`config.mk`:
```
export PLATFORM = sky130hd
export DESIGN_NAME = tmr_pair
export DESIGN_NICKNAME = d
export VERILOG_FILES = /design/src/rtl/tmr_pkg.sv /design/src/rtl/tmr_slice.sv /design/src/rtl/tmr_event.sv /design/src/rtl/tmr_pair.sv
export SDC_FILE = /design/constraint.sdc
export NUM_CORES = 1
export LEC_CHECK = 0
export BUFFER_PORTS_ARGS = -buffer_cell sky130_fd_sc_hd__buf_2
export CAP_MARGIN = 20
export CORE_MARGIN = 1.5
export CORE_UTILIZATION = 45
export CTS_CLUSTER_SIZE = 14
export DETAILED_ROUTE_END_ITERATION = 8
export PLACE_DENSITY_LB_ADDON = 0.3
export SKIP_LAST_GASP = 1
export SLEW_MARGIN = 0
export SYNTH_ARGS = -nofsm -noshare
export SYNTH_HDL_FRONTEND = slang
export SYNTH_HIERARCHICAL = 1
export SYNTH_SLANG_ARGS = --single-unit
```
`constraint.sdc`:
```
create_clock -name clk -period 4.4 [get_ports clk]
set_input_delay 0.22 -clock clk [delete_from_list [all_inputs] [get_ports clk]]
set_output_delay 0.22 -clock clk [all_outputs]
set_load 0.05 [all_outputs]
```
`src/rtl/tmr_pkg.sv`:
```
`timescale 1ns/1ps
package tmr_pkg;
   // control register bit positions (decoded by software)
   localparam int CTRL_RUN    = 0;
   localparam int CTRL_PRESET = 1;
   localparam int CTRL_CLKEN  = 2;
   localparam int CTRL_FLAG   = 3;
   localparam int CTRL_JOIN   = 4;
   localparam int CTRL_BITS   = 5;

   // register offsets within one timer's window
   localparam logic [1:0] OFS_CTRL   = 2'd0;
   localparam logic [1:0] OFS_RELOAD = 2'd1;
   localparam logic [1:0] OFS_CMP    = 2'd2;
   localparam logic [1:0] OFS_COUNT  = 2'd3;
endpackage

```
`src/rtl/tmr_slice.sv`:
```
`timescale 1ns/1ps
module tmr_slice #(
   parameter int W = 8
) (
   input  logic         clk,
   input  logic         rst_n,
   input  logic         load,
   input  logic         dec,
   input  logic [W-1:0] reload,
   output logic [W-1:0] cnt,
   output logic         zero
);
   // load has priority over a decrement in the same cycle
   always_ff @(posedge clk) begin
      if (!rst_n)
         cnt <= '1;
      else if (load)
         cnt <= reload;
      else if (dec)
         cnt <= cnt - 1'b1;
   end

   assign zero = (cnt == '0);
endmodule

```
`src/rtl/tmr_event.sv`:
```
`timescale 1ns/1ps
module tmr_event (
   input  logic clk,
   input  logic rst_n,
   input  logic hit,
   input  logic clr,
   output logic flag,
   output logic tout
);
   // a set in the same cycle as a clear wins
   always_ff @(posedge clk) begin
      if (!rst_n) begin
         flag <= 1'b0;
         tout <= 1'b0;
      end else begin
         if (hit)
            flag <= 1'b1;
         else if (clr)
            flag <= 1'b0;
         if (hit)
            tout <= ~tout;
      end
   end
endmodule

```
`src/rtl/tmr_pair.sv`:
```
`timescale 1ns/1ps
module tmr_pair
   import tmr_pkg::*;
#(
   parameter int W = 8
) (
   input  logic         clk,
   input  logic         rst_n,
   input  logic [2:0]   bus_addr,
   input  logic         bus_wr,
   input  logic [W-1:0] bus_wdata,
   output logic [W-1:0] bus_rdata,
   input  logic [1:0]   tick,
   output logic [1:0]   irq,
   output logic [1:0]   tout,
   output logic [1:0]   unf
);
   localparam int NT = 2;
   localparam int DW = NT * W;

   if (W < CTRL_BITS) begin : g_width_bad
      $error("tmr_pair: W must hold all control bits");
   end

   logic                   joined;
   logic [NT-1:0]          run, clken, sel_ctrl, pre, clr;
   logic [NT-1:0]          step, load, dec, zero, hit, ufl;
   logic [NT-1:0][W-1:0]   rld, cmpv, cnt_q, nxt;

   // per-timer registers, counter slice and event logic
   for (genvar i = 0; i < NT; i++) begin : g_tmr
      localparam logic TID = (i == 1);
      logic         wr_mine;
      logic         run_r, ce_r;
      logic [W-1:0] rld_r, cmp_r;

      assign wr_mine     = bus_wr && (bus_addr[2] == TID);
      assign sel_ctrl[i] = wr_mine && (bus_addr[1:0] == OFS_CTRL);

      always_ff @(posedge clk) begin
         if (!rst_n) begin
            run_r <= 1'b0;
            ce_r  <= 1'b0;
            rld_r <= '1;
            cmp_r <= '0;
         end else begin
            if (sel_ctrl[i]) begin
               run_r <= bus_wdata[CTRL_RUN];
               ce_r  <= bus_wdata[CTRL_CLKEN];
            end
            if (wr_mine && bus_addr[1:0] == OFS_RELOAD)
               rld_r <= bus_wdata;
            if (wr_mine && bus_addr[1:0] == OFS_CMP)
               cmp_r <= bus_wdata;
         end
      end

      assign run[i]   = run_r;
      assign clken[i] = ce_r;
      assign rld[i]   = rld_r;
      assign cmpv[i]  = cmp_r;
      assign pre[i]   = sel_ctrl[i] && bus_wdata[CTRL_PRESET];
      assign clr[i]   = sel_ctrl[i] && bus_wdata[CTRL_FLAG];
      assign step[i]  = run_r && ce_r && tick[i];
      assign nxt[i]   = zero[i] ? rld_r : cnt_q[i] - 1'b1;

      tmr_slice #(.W(W)) u_slice (
         .clk    (clk),
         .rst_n  (rst_n),
         .load   (load[i]),
         .dec    (dec[i]),
         .reload (rld_r),
         .cnt    (cnt_q[i]),
         .zero   (zero[i])
      );

      tmr_event u_evt (
         .clk  (clk),
         .rst_n(rst_n),
         .hit  (hit[i]),
         .clr  (clr[i]),
         .flag (irq[i]),
         .tout (tout[i])
      );
   end

   // join bit lives in the low timer's control register
   always_ff @(posedge clk) begin
      if (!rst_n)
         joined <= 1'b0;
      else if (sel_ctrl[0])
         joined <= bus_wdata[CTRL_JOIN];
   end

   // wide view of the cascade
   logic [DW-1:0] wide_cnt, wide_rld, wide_cmp, wide_nxt;
   logic          wide_uf;

   assign wide_cnt = cnt_q;
   assign wide_rld = rld;
   assign wide_cmp = cmpv;
   assign wide_uf  = step[0] && zero[0] && zero[1];
   assign wide_nxt = wide_uf ? wide_rld : wide_cnt - 1'b1;

   // count control: joined cascade or two independent timers
   always_comb begin
      if (joined) begin
         load   = {NT{pre[0] | wide_uf}};
         dec[0] = step[0] && !wide_uf;
         dec[1] = step[0] && zero[0] && !wide_uf;
         hit    = {1'b0, step[0] && !pre[0] && (wide_nxt == wide_cmp)};
         ufl    = {1'b0, wide_uf && !pre[0]};
      end else begin
         load = pre | (step & zero);
         dec  = step & ~zero;
         for (int k = 0; k < NT; k++)
            hit[k] = step[k] && !pre[k] && (nxt[k] == cmpv[k]);
         ufl  = step & zero & ~pre;
      end
   end

   always_ff @(posedge clk) begin
      if (!rst_n)
         unf <= '0;
      else
         unf <= ufl;
   end

   // read mux
   logic         tsel;
   logic [W-1:0] ctl_view;

   assign tsel = bus_addr[2];

   always_comb begin
      ctl_view             = '0;
      ctl_view[CTRL_RUN]   = run[tsel];
      ctl_view[CTRL_CLKEN] = clken[tsel];
      ctl_view[CTRL_FLAG]  = irq[tsel];
      ctl_view[CTRL_JOIN]  = joined && !tsel;
      case (bus_addr[1:0])
         OFS_CTRL:   bus_rdata = ctl_view;
         OFS_RELOAD: bus_rdata = rld[tsel];
         OFS_CMP:    bus_rdata = cmpv[tsel];
         default:    bus_rdata = cnt_q[tsel];
      endcase
   end
endmodule

```
# Word-level counts from Yosys, hierarchy flattened
# Cells that the tools add are included.
# totals
word_cells	104
ff_bits	59
in_bits	16
output_inout_bits	14
# classes
order_cmp	1
muxes	28
bitwise_logic	11
add_sub_neg	3
reduce_logical	39
n_eq_ne	5
# op_table
op	n
2-to-1 mux 8 bit	12
logical AND 1 bit	27
one-hot mux 8 bit (3 select lines)	1
equality test 16 bit	1
equality test 8 bit	2
zero test 8 bit	2
2-to-1 mux 16 bit	1
subtractor 16 x 1 -> 16 bit (second input constant)	1
subtractor 8 x 1 -> 8 bit (second input constant)	2
2-to-1 mux 1 bit	11
nonzero test 2 bit	4
bitwise AND 2 bit	3
2-to-1 mux 2 bit	3
zero test 1 bit	4
inverter 1 bit	4
inverter 2 bit	2
equality test 2 x 1 -> 1 bit (second input constant)	1
equality test 2 bit (second input constant)	1
zero test 2 bit	1
less-than comparator 1 x 2 -> 1 bit (second input constant)	1
OR 2 bit	1
OR reduction 2 bit	1
OR 1 bit	1

# Logic depth before layout (Yosys ltp)
# Gate-level depths: netlist of run 1.
# depth
word_depth	9
mapped_depth	13
mapped_depth_nobuf	12

# Modules after synthesis
# The synthesis of run 1 kept the hierarchy.
# by_module_without_submodules
module	n_inst	seq_area_each_um2	area_each_um2	cells_per_inst
tmr_pair	1	780.7	3260.6	401
tmr_slice at g_tmr[0].u_slice	1	160.2	514.2	60
tmr_slice at g_tmr[1].u_slice	1	160.2	501.7	60
tmr_event	2	40.0	68.8	6

# Least setup slack after synthesis of run 1
# Ideal clock, no wire load.
# synth_path
path_type	register to register
startpoint	register g_tmr[1].u_slice.cnt[2]
endpoint	register g_tmr[0].u_evt.tout
period_less_slack_ns	3.686
path_buffers	0
stages_incl_launch_ff	11
arrival_time_ns	3.571
t_required_ns	4.285
setup_ns	0.115
path_slack_ns	0.714
path_cell_list	dfxtp_1 -> or4_4 -> nor4b_1 -> nand3_2 -> o21ai_0 -> xnor2_1 -> or4_1 -> or4_1 -> o31ai_2 -> xor2_1 -> and2_1
# synth_between
elab_chain_len	6
word_cells_on_any_way	7
# synth_lines
item	line	source
start, declared	tmr_slice.sv:10	output logic [W-1:0] cnt,
start signal, assigned	tmr_slice.sv:18	cnt <= reload;
start signal, assigned	tmr_slice.sv:20	cnt <= cnt - 1'b1;
zero test 8 bit	tmr_slice.sv:23	assign zero = (cnt == '0);
via zero[1]	tmr_pair.sv:27	logic [NT-1:0] step, load, dec, zero, hit, ufl;
logical AND 1 bit	tmr_pair.sv:102	assign wide_uf = step[0] && zero[0] && zero[1];
2-to-1 mux 16 bit	tmr_pair.sv:103	assign wide_nxt = wide_uf ? wide_rld : wide_cnt - 1'b1;
equality test 16 bit	tmr_pair.sv:111	hit = {1'b0, step[0] && !pre[0] && (wide_nxt == wide_cmp)};
logical AND 1 bit	tmr_pair.sv:111	
2-to-1 mux 2 bit	tmr_pair.sv:107	if (joined) begin
via hit[0]	tmr_pair.sv:27	
end signal, assigned	tmr_event.sv:21	tout <= ~tout;
end, declared	tmr_event.sv:8	output logic tout
# The timed path passes the listed nets, and every way through them passes these cells.
# A chain may end at the register's enable or synchronous reset.

# Final worst setup path of run 1
# layout_path
startpoint	register g_tmr[1].u_slice.cnt[5]
endpoint	register g_tmr[0].u_slice.cnt[6]
# layout_between
word_cells_on_any_way	9
# layout_rtl
item	line	source
zero test 8 bit *	tmr_slice.sv:23	
via zero[1]	tmr_pair.sv:27	
logical AND 1 bit *	tmr_pair.sv:102	
OR 1 bit *	tmr_pair.sv:108	load = {NT{pre[0] | wide_uf}};
2-to-1 mux 2 bit *	tmr_pair.sv:107	
via load[0]	tmr_pair.sv:27	
2-to-1 mux 8 bit / nonzero test 2 bit (equally long branches)	-	
end signal, assigned	tmr_slice.sv:18	
end signal, assigned	tmr_slice.sv:20	
end, declared	tmr_slice.sv:10	
# The timed path passes the listed nets; every way through them passes the cells marked *.

==> out/results.ini, run 1 <==
[detailed_routing]
drc = 0
firstDrtPassIters = 5
avgViaCountPerCell = 6.114
drt-total-wl_um = 13500
dr.first_iter.drc_count = 443
routedWlPerCell_um = 19.73
vias = 4182
ant_nets = 0

[pwr]
power_density_nw_per_um2 = 255.4
p_seq_frac = 0.458
comb_power_share = 0.115
pwr-share-clk = 0.427
p_sw_mw = 0.3511
p_int_mw = 0.8828
p_sw_frac = 0.2846
p_leak_nw = 1.851
ir_drop_mv = 0.2271
p_total_mw = 1.234

[placed_design]
place_inst = 669
io_buffers = 29
hpwlAfterDp_um = 9724
gp_congestion = 0.9784
dpl_cell_area_sq_um = 4629

[setup_path]
cp-end-kind = register
cp_max_fo = 10
reg2reg_slack_ps = 470
crit_required_ps = 4630
critPathLaunchType = register
crit_slowest_cell = or4_4
path_cells = or4_4 > nor4b_2 > buf_4 > clkinv_1 > a21boi_0 > a22o_1 > inv_2 > or3_2 > o311a_1
path_delay_family = simple AND/OR/NAND/NOR gates
path_buf_inv = 3
crit_type = register to register
max_stage_delay_ps = 600
arrival_ps = 4170

[die]
initial_core_util = 0.4710
row_count = 35
die_x_um = 102.0
die-area_sq_um = 10410
core_area_sq_um = 9371
ioPinCount = 30
die_h_um = 102.0

[grt]
grt_max_degree = 47
grt_antenna_before_repair = 0
grt_pass1_vias = 3957
grt_overflow = 0
grt_pass1_wl_um = 21510
grt_use_total = 0.2711

[synth]
synth-edff-count = 0
seq_area_frac_synth = 0.2676
synth_area_leader_cell = dfxtp_1
synth.avg_cell_area_sq_um = 8.282
synth_warnings = 6
ys.flop_type = dfxtp_1
synthArstFlopShare = 0
yosys_register_bits = 59
synth_nets = 555
synth_cell_types = 73
synth_top_area_share = 0.2676
synth_area_sq_um = 4414
synth_area_leaders = dfxtp_1 (27%), nand2_1 (7.6%), xnor2_1 (6.7%)
netlist_instances = 533

[run]
maxCapViolCount = 0

[clocking]
root_buffer = clkbuf_8
htree_levels = 3
worstSkewPairLatency_ps = 350
cts_resized = 0
cts_tree = yes
cts_buffers = 9
cts.hold.buffers_added = 0
post_cts_buffers = 0
clockBufferDepth = 2
cts.clk_slew.worst_paths_ps = 80
cts_sinks = 59

[sta]
tightest_slew_ps = 816.2
slew_headroom = 0.4517
fin_crit_sh = 0.8937
setup_viol = 0
timing.final.hold_violations = 0
post-route-min-period_ps = 3932
slew_viol_final = 0
max_freq_ghz = 0.2543
setup-tns-final_ps = 0
grt_setup_unrepaired = false
finClkSkew_ps = 10.97

[layout]
fillCellCount = 938
diodes = 0
drive_gt1_frac = 0.1622
final_cells = 684
mostFrequentLayoutCells = nand2_1 (89), dfxtp_1 (59), xnor2_1 (34)
mostFrequentLayoutCell = nand2_1
syn_to_final_growth_pct = 9.439
finalInstanceArea_sq_um = 4831
fin_nets = 573

[run_status]
run_status = finished clean

[worst_hold_path]
hp-class = primary input to register

-- worst paths after layout --
path,from,to,cells past startpoint
setup / recovery,g_tmr[1].u_slice/cnt[5],g_tmr[0].u_slice/cnt[6],9
hold / removal,bus_wdata[5],g_tmr[1].rld_r[5],3
setup reg to reg,g_tmr[1].u_slice/cnt[5],g_tmr[0].u_slice/cnt[6],9
hold reg to reg,g_tmr[1].rld_r[0],g_tmr[1].u_slice/cnt[0],2
-- worst min-delay path, stage by stage --
cell	delay, ps
buf_2	140
nand2_1	60
nand3_1	70
-- through the flow --
step                        util  setup slack [ps]  hold slack, ps
after global placement    0.4940             711.1           513.7
final                     0.5155             467.9           176.5
after CTS                 0.5155             479.2           167.4
after detailed placement  0.4940             545.6           527.3
after floorplan                -             713.8           337.5
after global routing      0.5155             239.6           181.4
-- area by class of cell --
type | count | area, sq um | share of cell area
multi-input cells | 421 | 2984 | 0.6177
flip-flops and latches | 59 | 1181 | 0.2445
repair buffers | 40 | 227.7 | 0.04714
well taps | 129 | 161.4 | 0.03341
clock buffers | 11 | 151.4 | 0.03134
inverters | 20 | 75.07 | 0.01554
clock inverters | 4 | 50.05 | 0.01036
-- routing by layer --
| layer | vias to the layer above | track usage | routed length (um) |
|---|---|---|---|
| met5 | - | 0 | 0 |
| met2 | 207 | 0.4320 | 6141 |
| met1 | 2005 | 0.3752 | 5924 |
| met4 | 0 | 0.07587 | 260 |
| met3 | 22 | 0.05130 | 1169 |
| li1 | 1948 | - | - |
-- power groups by stage --
stage	Sequential [mW]	Clock [mW]	Combinational, mW
6_report	0.565	0.527	0.142
5_1_grt	0.565	0.548	0.153
4_1_cts	0.564	0.530	0.140
3_3_place_gp	0.576	0	0.139
3_5_place_dp	0.576	0	0.140
2_1_floorplan	0.565	0	0.106
-- cell families (layout without fill, tap and decap cells) --
family	count (synthesis)	in the layout	share of synthesized area
compound gates	96	96	0.1556
xor+xnor	58	58	0.1151
fa+ha+maj	6	6	0.01701
buf+inv	53	75	0.05924
flops	59	59	0.2676
mux	40	40	0.1193
simple gates	221	221	0.2662
-- cell usage after synthesis, types with 3 or more instances --
cell type,count
nand2_1,89
dfxtp_1,59
xnor2_1,34
nand3_1,25
xor2_1,24
mux2i_1,23
nor2_1,23
o21ai_0,22
inv_1,18
a21boi_0,17
clkbuf_1,17
o211ai_1,12
nor3_1,11
nor2b_1,10
a21oi_1,8
mux2_2,8
mux4_2,8
nor4_1,8
ha_1,6
or4_1,6
buf_4,5
and2_1,4
buf_6,4
nand2b_1,4
nand3b_1,4
nor3b_1,4
nor4b_1,4
o311a_1,4
o31ai_1,4
a311oi_1,3
buf_1,3
nand4_1,3
nand4b_1,3
or3_1,3
or3_2,3
-- flip-flops by register name, indices dropped and copies added (netlist names) --
name,flops
g_tmr.ce_r,2
g_tmr.cmp_r,16
g_tmr.rld_r,16
g_tmr.run_r,2
g_tmr.u_evt/flag,2
g_tmr.u_evt/tout,2
g_tmr.u_slice/cnt,16
joined,1
unf,2
(Power assumes the default switching activity.)
==> run 2, diff against run 1 <==
CORE_MARGIN = 3   (was 1.5)
==> out/results.ini, run 2 (synthesis results as in run 1) <==
[run_status]
run_status = finished clean

[layout]
mostFrequentLayoutCells = nand2_1 (89), dfxtp_1 (59), xnor2_1 (34)
reg.largest.list = g_tmr.cmp_r x16, g_tmr.rld_r x16, g_tmr.u_slice/cnt x16
fin_nets = 573
diodes = 0
fillCellCount = 949
drive_gt1_frac = 0.1601
syn_to_final_growth_pct = 8.532
final_cells = 685
finish.utilization = 0.5112
mostFrequentLayoutCell = nand2_1

[detailed_routing]
avgViaCountPerCell = 6.060
ant_nets = 0
routedWlPerCell_um = 19.31
drc = 0
firstDrtPassIters = 5
dr.first_iter.drc_count = 363
drt-total-wl_um = 13230
vias = 4151

[sta]
timing.final.hold_violations = 0
tightest_slew_ps = 732.7
fin_crit_sh = 0.8866
post-route-min-period_ps = 3901
setup_slack_ps = 499.1
setup_viol = 0
slew_viol_final = 0
slew_headroom = 0.5078
setup-tns-final_ps = 0
max_freq_ghz = 0.2564
grt_setup_unrepaired = false
finClkSkew_ps = 7.099

[clocking]
cts.hold.buffers_added = 0
cts.clk_slew.worst_paths_ps = 70
cts_buffers = 9
htree_levels = 3
post_cts_buffers = 0
cts_sinks = 59
root_buffer = clkbuf_8
cts_resized = 0
clockBufferDepth = 2
worstSkewPairLatency_ps = 350
cts_tree = yes

[run]
maxCapViolCount = 0

[grt]
grt_pass1_wl_um = 21310
grt_pass1_vias = 4033
grt_antenna_before_repair = 0
grt_use_total = 0.2443
grt_max_degree = 41
grt_overflow = 0

[setup_path]
critPathLaunchType = register
crit_type = register to register
cp-end-kind = register
crit_required_ps = 4640
arrival_ps = 4140
cp_max_fo = 10

[pwr]
ir_drop_mv = 0.2013
pwr-share-clk = 0.381
comb_power_share = 0.124
p_seq_frac = 0.496
p_int_mw = 0.7959
p_total_mw = 1.140
p_leak_nw = 1.833
p_sw_mw = 0.3437
power_density_nw_per_um2 = 237.9
p_sw_frac = 0.3016

[placed_design]
place_inst = 669
dp_slack_ps = 618.3
io_buffers = 29
hpwlAfterDp_um = 9704
gp_congestion = 0.9227

[die]
ioPinCount = 30
die_x_um = 105.0
core_area_sq_um = 9371
die_h_um = 105.0
die-area_sq_um = 11030
row_count = 35
initial_core_util = 0.4710

[worst_hold_path]
hp-class = primary input to register

[run 2: cell type report]
cell class | instances | area (sq um) | area share
Clock buffer | 11 | 131.4 | 0.02742
Clock inverter | 5 | 30.03 | 0.006268
Timing Repair Buffer | 40 | 227.7 | 0.04753
Inverter | 20 | 75.07 | 0.01567
Multi-Input combinational cell | 421 | 2984 | 0.6229
Tap cell | 129 | 161.4 | 0.03369
Sequential cell | 59 | 1181 | 0.2465
[run 2: power groups by stage]
stage | registers (mW) | logic, mW | clock network, mW
floorplan | 0.565 | 0.106 | 0
global placement | 0.576 | 0.138 | 0
detailed placement | 0.576 | 0.140 | 0
CTS | 0.564 | 0.141 | 0.436
global route | 0.566 | 0.153 | 0.462
finish | 0.565 | 0.141 | 0.434
[run 2: path summary, 6_finish.rpt]
path	to	slack [ps]	cells after the start	from
max	g_tmr[0].u_slice/cnt[6]	500	9	g_tmr[1].u_slice/cnt[5]
min	g_tmr[1].rld_r[7]	160	3	bus_wdata[7]
max reg2reg	g_tmr[0].u_slice/cnt[6]	500	9	g_tmr[1].u_slice/cnt[5]
min reg2reg	g_tmr[1].rld_r[0]	560	2	g_tmr[1].rld_r[0]
[run 2: stage by stage]
step / hold slack, ps / instance area [sq um]
after floorplan: 337.5 / 4414
after global placement: 510.7 / 4629
after detailed placement: 510.4 / 4629
after CTS: 158.8 / 4791
after global routing: 180.3 / 4791
final: 159.2 / 4791
[run 2: worst max-delay path, stage by stage (launching register included)]
cell and delay [ps]:
dfxtp_1 400, or4_4 590, nor4b_2 560, buf_4 240, clkinv_1 190, a21boi_0 540
a22o_1 470, inv_2 180, or3_2 480, o311a_1 130
[run 2: routing by layer]
metal  global-route usage  routed length [um]  up-vias
li1                     -                   -     1945
met1               0.3321                5857     2008
met2               0.3886                6090      180
met3              0.05065                1080       18
met4              0.07498                 199        0
met5                    0                   0        -
